===== config.mk =====
export PLATFORM = sky130hd
export DESIGN_NAME = pix_out_packer
export DESIGN_NICKNAME = d
export VERILOG_FILES = /design/src/rtl/pix_pack_pkg.sv /design/src/rtl/pix_encode.sv /design/src/rtl/pack_buffer.sv /design/src/rtl/pix_out_packer.sv
export SDC_FILE = /design/constraint.sdc
export NUM_CORES = 1
export LEC_CHECK = 0
export BUFFER_PORTS_ARGS = -buffer_cell sky130_fd_sc_hd__clkbuf_2
export CAP_MARGIN = 5
export CORE_MARGIN = 3
export CORE_UTILIZATION = 40
export CTS_CLUSTER_SIZE = 16
export DETAILED_ROUTE_END_ITERATION = 7
export GPL_TIMING_DRIVEN = 0
export HOLD_SLACK_MARGIN = 0.06
export PLACE_DENSITY = 0.6
export SLEW_MARGIN = 15
export SYNTH_ARGS = -nofsm -noshare
export SYNTH_HDL_FRONTEND = slang
export SYNTH_SLANG_ARGS = --single-unit

===== constraint.sdc =====
create_clock -name clk_i -period 9.05 [get_ports clk_i]
set_input_delay 0 -clock clk_i [delete_from_list [all_inputs] [get_ports clk_i]]
set_output_delay 0 -clock clk_i [all_outputs]
set_load 0.05 [all_outputs]

===== src/rtl/pix_pack_pkg.sv =====
package pix_pack_pkg;
  typedef enum logic [1:0] {
    MODE_565  = 2'd0,
    MODE_555  = 2'd1,
    MODE_8X3  = 2'd2,
    MODE_QUAD = 2'd3
  } out_mode_e;

  localparam int CODE_W = 16;

  // bits one pixel adds to the stream
  function automatic int unsigned code_width(out_mode_e m);
    case (m)
      MODE_565: return 16;
      MODE_555: return 15;
      MODE_8X3: return 3;
      default:  return 4;
    endcase
  endfunction

  // bits one shift pulse removes
  function automatic int unsigned word_width(out_mode_e m);
    case (m)
      MODE_555: return 15;
      MODE_8X3: return 8;
      default:  return 16;
    endcase
  endfunction
endpackage


===== src/rtl/pix_encode.sv =====
module pix_encode
  import pix_pack_pkg::*;
(
  input  out_mode_e         mode_i,
  input  logic [23:0]       pix_i,
  output logic [CODE_W-1:0] code_o
);
  logic [7:0] r, g, b;
  assign r = pix_i[23:16];
  assign g = pix_i[15:8];
  assign b = pix_i[7:0];

  logic unused_lsb;
  assign unused_lsb = ^{r[2:0], g[1:0], b[2:0]};

  always_comb begin
    code_o = '0;
    case (mode_i)
      MODE_565:  code_o = {r[7:3], g[7:2], b[7:3]};
      MODE_555:  code_o = {1'b0, r[7:3], g[7:3], b[7:3]};
      MODE_8X3:  code_o = {13'd0, r[7], g[7], b[7]};
      default:   code_o = {12'd0, r[6], r[7], g[7], b[7]};
    endcase
  end
endmodule


===== src/rtl/pack_buffer.sv =====
module pack_buffer
  import pix_pack_pkg::*;
#(
  parameter int BUF_W  = 32,
  parameter int DATA_W = 18
) (
  input  logic              clk_i,
  input  logic              rst_ni,
  input  out_mode_e         mode_i,
  input  logic [CODE_W-1:0] code_i,
  input  logic              push_i,
  input  logic              shift_i,
  output logic              room_o,
  output logic [DATA_W-1:0] word_o,
  output logic              word_vld_o
);
  localparam int FILL_W = $clog2(BUF_W + 1);

  logic [BUF_W-1:0]  acc_q, acc_s, acc_d;
  logic [FILL_W-1:0] fill_q, fill_d, base, in_w, out_w;
  logic [DATA_W-1:0] mask, word_q;
  logic              take, vld_q;

  assign in_w  = FILL_W'(code_width(mode_i));
  assign out_w = FILL_W'(word_width(mode_i));
  assign room_o = ({1'b0, fill_q} + {1'b0, in_w}) <= (FILL_W + 1)'(BUF_W);
  assign take  = shift_i && (fill_q >= out_w);
  assign mask  = (DATA_W'(1) << out_w) - DATA_W'(1);

  always_comb begin
    acc_s  = take ? (acc_q >> out_w) : acc_q;
    base   = take ? (fill_q - out_w) : fill_q;
    acc_d  = acc_s;
    fill_d = base;
    if (push_i) begin
      acc_d  = acc_s | (BUF_W'(code_i) << base);
      fill_d = base + in_w;
    end
  end

  always_ff @(posedge clk_i or negedge rst_ni) begin
    if (!rst_ni) begin
      acc_q  <= '0;
      fill_q <= '0;
      word_q <= '0;
      vld_q  <= 1'b0;
    end else begin
      acc_q  <= acc_d;
      fill_q <= fill_d;
      vld_q  <= take;
      if (shift_i) word_q <= take ? (acc_q[DATA_W-1:0] & mask) : '0;
    end
  end

  assign word_o     = word_q;
  assign word_vld_o = vld_q;

  a_r8_no_overflow: assert property (@(posedge clk_i) disable iff (!rst_ni)
    fill_q <= FILL_W'(BUF_W));
  a_r7_valid_needs_shift: assert property (@(posedge clk_i) disable iff (!rst_ni)
    word_vld_o |-> $past(shift_i));
  a_r7_underrun_zero: assert property (@(posedge clk_i) disable iff (!rst_ni)
    (shift_i && fill_q < out_w) |=> (!word_vld_o && word_o == '0));
  a_r10_mode_idle: assert property (@(posedge clk_i) disable iff (!rst_ni)
    (fill_q != '0) |-> $stable(mode_i));
  a_r6_555_top_zero: assert property (@(posedge clk_i) disable iff (!rst_ni)
    (mode_i == MODE_555 && word_vld_o) |-> word_o[DATA_W-1:15] == '0);
endmodule


===== src/rtl/pix_out_packer.sv =====
module pix_out_packer
  import pix_pack_pkg::*;
#(
  parameter int BUF_W  = 32,
  parameter int DATA_W = 18
) (
  input  logic              clk_i,
  input  logic              rst_ni,
  input  logic [1:0]        mode_i,
  input  logic [23:0]       pix_i,
  input  logic              pix_valid_i,
  output logic              pix_ready_o,
  input  logic              shift_en_i,
  output logic [DATA_W-1:0] data_o,
  output logic              data_valid_o
);
  out_mode_e         mode;
  logic [CODE_W-1:0] code;
  logic              room;

  assign mode = out_mode_e'(mode_i);

  pix_encode u_enc (
    .mode_i (mode),
    .pix_i  (pix_i),
    .code_o (code)
  );

  pack_buffer #(.BUF_W(BUF_W), .DATA_W(DATA_W)) u_buf (
    .clk_i      (clk_i),
    .rst_ni     (rst_ni),
    .mode_i     (mode),
    .code_i     (code),
    .push_i     (pix_valid_i && room),
    .shift_i    (shift_en_i),
    .room_o     (room),
    .word_o     (data_o),
    .word_vld_o (data_valid_o)
  );

  assign pix_ready_o = room;

  a_r9_ready_when_idle: assert property (@(posedge clk_i) disable iff (!rst_ni)
    $rose(rst_ni) |-> pix_ready_o);
endmodule


Word-level counts from Yosys, hierarchy flattened
Cells that the tools add are included.
W data, S select, Z words.
{"block": "word_totals", "regBits": 57, "out_inout_bits": 20, "wordCells": 28}
{"block": "op_classes", "addsub": 4, "order_cmp": 2, "eq_ne": 2, "shifts": 3, "n_mux": 8, "bitwise": 2, "n_reduce_logical": 3}
{"cell": "$mux W32", "count": 2}
{"cell": "$pmux W16 S3", "count": 1}
{"cell": "$or A32 B32 Y32", "count": 1}
{"cell": "$shl A16 B6 Y32", "count": 1}
{"cell": "$shr A32 B5 Y32", "count": 1}
{"cell": "$and A18 B18 Y18", "count": 1}
{"cell": "$mux W18", "count": 1}
{"cell": "$shl A1 B5 Y18 const A", "count": 1}
{"cell": "$sub A18 B2 Y18 const B", "count": 1}
{"cell": "$pmux W5 S3", "count": 1}
{"cell": "$mux W6", "count": 2}
{"cell": "$pmux W5 S2", "count": 1}
{"cell": "$add A6 B5 Y7", "count": 1}
{"cell": "$le A7 B6 Y1 const B", "count": 1}
{"cell": "$add A6 B5 Y6", "count": 1}
{"cell": "$ge A6 B5 Y1", "count": 1}
{"cell": "$sub A6 B5 Y6", "count": 1}
{"cell": "$eq A2 B1 Y1 const B", "count": 1}
{"cell": "$eq A2 B2 Y1 const B", "count": 1}
{"cell": "$logic_and A1 B1 Y1", "count": 2}
{"cell": "$logic_not A2 Y1", "count": 1}

Longest topological paths before layout
{"block": "depth", "word_depth": 8, "ltp_mapped": 20, "depth_no_buf": 16}

Cells and area by module
From an unflattened synthesis, not the netlist that was laid out.
{"block": "unflattened", "cells_unflattened": 538, "hier_area_um2": 4712.0}
{"module": "pack_buffer", "instances": 1, "cells_each": 506, "area_per_inst_um2": 4485.6, "seq_area_each_um2": 1426.4}
{"module": "pix_encode", "instances": 1, "cells_each": 31, "area_per_inst_um2": 220.2, "seq_area_each_um2": 0.0}
{"module": "pix_out_packer", "instances": 1, "cells_each": 1, "area_per_inst_um2": 6.3, "seq_area_each_um2": 0.0}

Worst setup path before layout
No wires, ideal clock.
{"block": "synth_path", "kind": "input port to flip-flop", "start": "input port mode_i[1]", "end": "register u_buf.fill_q[4]", "setup_ns": 0.134, "t_arrival_ns": 3.769, "t_required_ns": 8.916, "setup_slack_ns": 5.148, "stages": 18, "cell_sequence": "clkbuf_1 inv_1 ha_1 buf_4 clkbuf_1 inv_1 fa_1 a21oi_1 o22ai_2 xnor2_2 inv_2 clkbuf_1 ha_1 fa_1 a21o_1 a21oi_1 xor2_1 o21ai_0"}
{"block": "synth_via", "elab_chain_len": 7, "elab_cells_between_ends": 14, "cone_classes": "add/sub (3); order compare (2); eq/ne (2); mux (4); reduce/logical (3)"}
{"item": "from (decl)", "line_no": "pix_out_packer.sv:9", "text": "input logic [1:0] mode_i,"}
{"item": "$eq A2 B2 Y1 or $eq A2 B1 Y1 (tied branches)", "line_no": "pix_pack_pkg.sv:13, pix_pack_pkg.sv:23"}
{"item": "$pmux W5 S2", "line_no": "pix_pack_pkg.sv:23", "text": "case (m)"}
{"item": "$ge A6 B5 Y1", "line_no": "pack_buffer.sv:27", "text": "assign take = shift_i && (fill_q >= out_w);"}
{"item": "$logic_and A1 B1 Y1", "line_no": "pack_buffer.sv:27"}
{"item": "$mux W6", "line_no": "pack_buffer.sv:32", "text": "base = take ? (fill_q - out_w) : fill_q;"}
{"item": "$add A6 B5 Y6", "line_no": "pack_buffer.sv:37", "text": "fill_d = base + in_w;"}
{"item": "$mux W6 *", "line_no": "pack_buffer.sv:35", "text": "if (push_i) begin"}
{"item": "net u_buf.fill_d[4]", "line_no": "pack_buffer.sv:20", "text": "logic [FILL_W-1:0] fill_q, fill_d, base, in_w, out_w;"}
{"item": "to (signal assigned)", "line_no": "pack_buffer.sv:49", "text": "fill_q <= fill_d;"}
{"item": "to (decl)", "line_no": "pack_buffer.sv:20"}
Mark *: on every way through the listed nets, which the timed path passes. The rest lies on a longest branch.
A chain may end at the register's enable or synchronous reset.

Final worst setup path
Ends and elaborated chain as after synthesis.

==> impl_metrics.toml <==
[synth]
yosysWarnings = 0
avgSynthCellArea_um2 = 9.15
ys_seq_area_share_pct = 29.0
ys_ff_latch = 57
synth-edff-count = 0
async_flop_share_pct = 100
syn_inst = 537
synth_flop_cell = "dfrtp_1"
synth_cell_type_count = 75
mappedNetlistArea_um2 = 4910
synthesis.nets = 588

[global_routing]
grt_pass1_wl_um = 24800
antenna_found_initial = 0
grt_max_degree = 32
grt_pass1_vias = 4508
grt_overflow = 0
grt.total_usage_pct = 23.6

[worst_setup_path]
cpPeakStageDelay_ps = 550
crit_type = "input port to register"
cp_top_family = "buffers and inverters"
cp-start-kind = "input port"
arrival_ps = 4980
path_cells = "clkbuf_2 > clkbuf_1 > inv_1 > ha_1 > buf_4 > clkbuf_1 > inv_1 > fa_1 > a21oi_1 > o22ai_2 > xnor2_2 > inv_2 > clkbuf_1 > ha_1 > fa_1 > a21o_1 > a21oi_1 > xor2_1 > o21ai_0"
crit_path_end_kind = "register"
crit_buf_inv = 8
cp.required_ps = 9240
crit_top_cell = "clkbuf_1"
critPathSlowestCell = "fa_1"
path_max_fanout = 10

[drt]
met1_length_um = 7010
firstDrtPassIters = 8
drt-initial-drc-count = 351
ant_nets = 0
wl_um = 15600
wire_per_inst_um = 21.1
met2WireLength_um = 7080
top_layer = "met4"
viasPerCell = 6.35
drc = 0
dr_wl_met3_um = 1060
vias = 4689

[pwr]
leakagePower_uw = 0.00241
cellPowerDensity_nw_per_um2 = 422
peakVddDrop_uv = 145

[job]
maxCapViolations = 0

[finish]
layout_common_cells = "61 x nor2_1, 57 x dfrtp_1, 40 x clkbuf_2"
finalNetCount = 642
area_growth_pct = 14.7
fin_cells = 739
drive_gt1_share_pct = 20.6
n_antenna_cell = 0
final_common_cell = "nor2_1"

[outcome]
status = "completed"

[clock_tree]
clkLatencyLatePin_ps = 330
cts.path.max_buffers = 2
cts_setup_buffers = 0
htree_levels = 3
cts_buffers = 9
cts_sinks = 57
clockRootBuffer = "clkbuf_16"
tritoncts = "yes"
clk_pin_slew_ps = 60

[die]
chipWidth_um = 117
rows = 39
die_h_um = 117
core_area_um2 = 11700
initial_core_util_pct = 41.9
ios = 50
die_area_um2 = 13600

[sta]
tightest_slew_ps = 736
fin_setup_tns_ps = 0
min_period_ps = 4790
fin_crit_sh_pct = 53.0
hold_violations = 0
fmax_mhz = 209
max_slew_margin_pct = 49.7
finalSetupViolCount = 0
rsz0062_at_grt = "no"
maxSlewViolCount = 0
fin_skew_ps = 9.16

[placement]
dp_hpwl_um = 12100
place_congestion = 0.936
numPortBuffers = 41
dpl.cell_count = 722

[worst_hold_path]
hold_path_class = "input port to register"
## path summary, 6_finish.rpt
check	from	endpoint	slack, ps	cells past startpoint
max	mode_i[1]	u_buf.fill_q[4]	4260	19
min	pix_valid_i	u_buf.fill_q[5]	80	4
max reg2reg	u_buf.fill_q[0]	u_buf.fill_q[4]	4930	14
min reg2reg	u_buf.acc_q[0]	u_buf.word_o[0]	490	1
max in group asynchronous	rst_ni	u_buf.acc_q[30]	8370	3
min in group asynchronous	rst_ni	u_buf.word_o[9]	180	2
## synth_stat cells, types with 4 or more instances
master	n	share of area, %
or2_2	4	0.51
mux2i_1	29	5.9
o211ai_1	14	2.1
a221o_1	5	1.0
nor2_1	61	4.7
mux2_2	18	4.1
nand3_1	17	1.7
a32oi_1	5	0.89
o221ai_1	13	2.3
and2_1	5	0.64
a22o_1	16	2.9
and3_1	7	0.89
a22oi_1	11	1.7
clkbuf_1	23	1.8
xnor2_1	5	0.89
buf_1	4	0.31
ha_1	18	4.6
inv_2	4	0.31
a211oi_1	10	1.5
mux4_2	8	3.7
nand2_1	26	2.0
nor2b_1	4	0.51
buf_2	8	0.82
dfrtp_1	57	29
a31oi_1	5	0.64
o22ai_1	9	1.1
o21ai_1	4	0.41
nor3_1	7	0.71
inv_1	12	0.92
xor2_1	5	0.89
a21o_1	5	0.76
o21ai_0	15	1.5
a21oi_1	34	3.5
## flip-flops by register name, summed over array words and instances, names as in the netlist
register and flops:
u_buf.acc_q 32, u_buf.fill_q 6, u_buf.word_o 18, u_buf.word_vld_o 1
## worst register-to-register path, delay by kind of cell (launching register included)
kind | cells | cell delay, ps
adders and majority gates | 3 | 1200
AOI/OAI and AO/OA | 5 | 1050
buffers and inverters | 3 | 640
xor gates and xnor gates | 2 | 520
DFF | 1 | 380
and+or+nand+nor | 1 | 180
## per-layer routing
| metal | up-vias | GRT usage, % |
|---|---|---|
| li1 | 2168 | - |
| met1 | 2258 | 32.5 |
| met2 | 228 | 37.8 |
| met3 | 35 | 2.93 |
| met4 | 0 | 9.17 |
| met5 | - | 0 |
## stage by stage
stage / cell area (um^2) / hold slack, ps / setup WS (ps) / utilization (%) / power (uW)
after CTS: 5640 / 84.1 / 4300 / 48.1 / 2360
after detailed placement: 5320 / -1.15 / 3980 / 45.4 / 2010
after global routing: 5640 / 123 / 3890 / 48.1 / 2530
after floorplan: 4910 / -296 / 5150 / - / 1610
after global placement: 5300 / 418 / 4030 / 45.2 / 1990
final: 5640 / 84.9 / 4260 / 48.1 / 2380
## power by group
group	internal (uW)	total, uW	switching [uW]	leakage, uW
logic	568	1560	995	0.00155
registers	372	474	103	0.000712
clock network	221	341	121	0.000145
## cells by family (layout without fill, tap and decap cells)
family | Yosys count | in the layout | synth area share (%)
AOI/OAI and AO/OA | 183 | 183 | 28.0
xor gates and xnor gates | 12 | 12 | 2.57
adders and majority gates | 23 | 23 | 6.24
buffers and inverters | 58 | 117 | 5.53
DFF | 57 | 57 | 29.0
muxes | 57 | 57 | 14.6
and+or+nand+nor | 147 | 147 | 14.0
## repair_timing
| item | in CTS | in global routing |
|---|---|---|
| endpoints found under the hold margin | 57 | 0 |
| resized for setup | 0 | 0 |
| hold buffers | 1 | 0 |
## cell type report
type / instances / area, um^2
Timing Repair Buffer: 43 / 238
Clock buffer: 10 / 239
Fill cell: 1104 / 6080
Buffer: 40 / 199
Sequential cell: 57 / 1430
Clock inverter: 6 / 67.6
Multi-Input combinational cell: 422 / 3210
Tap cell: 143 / 179
Inverter: 18 / 72.6
Power figures use the tool's default switching activity.
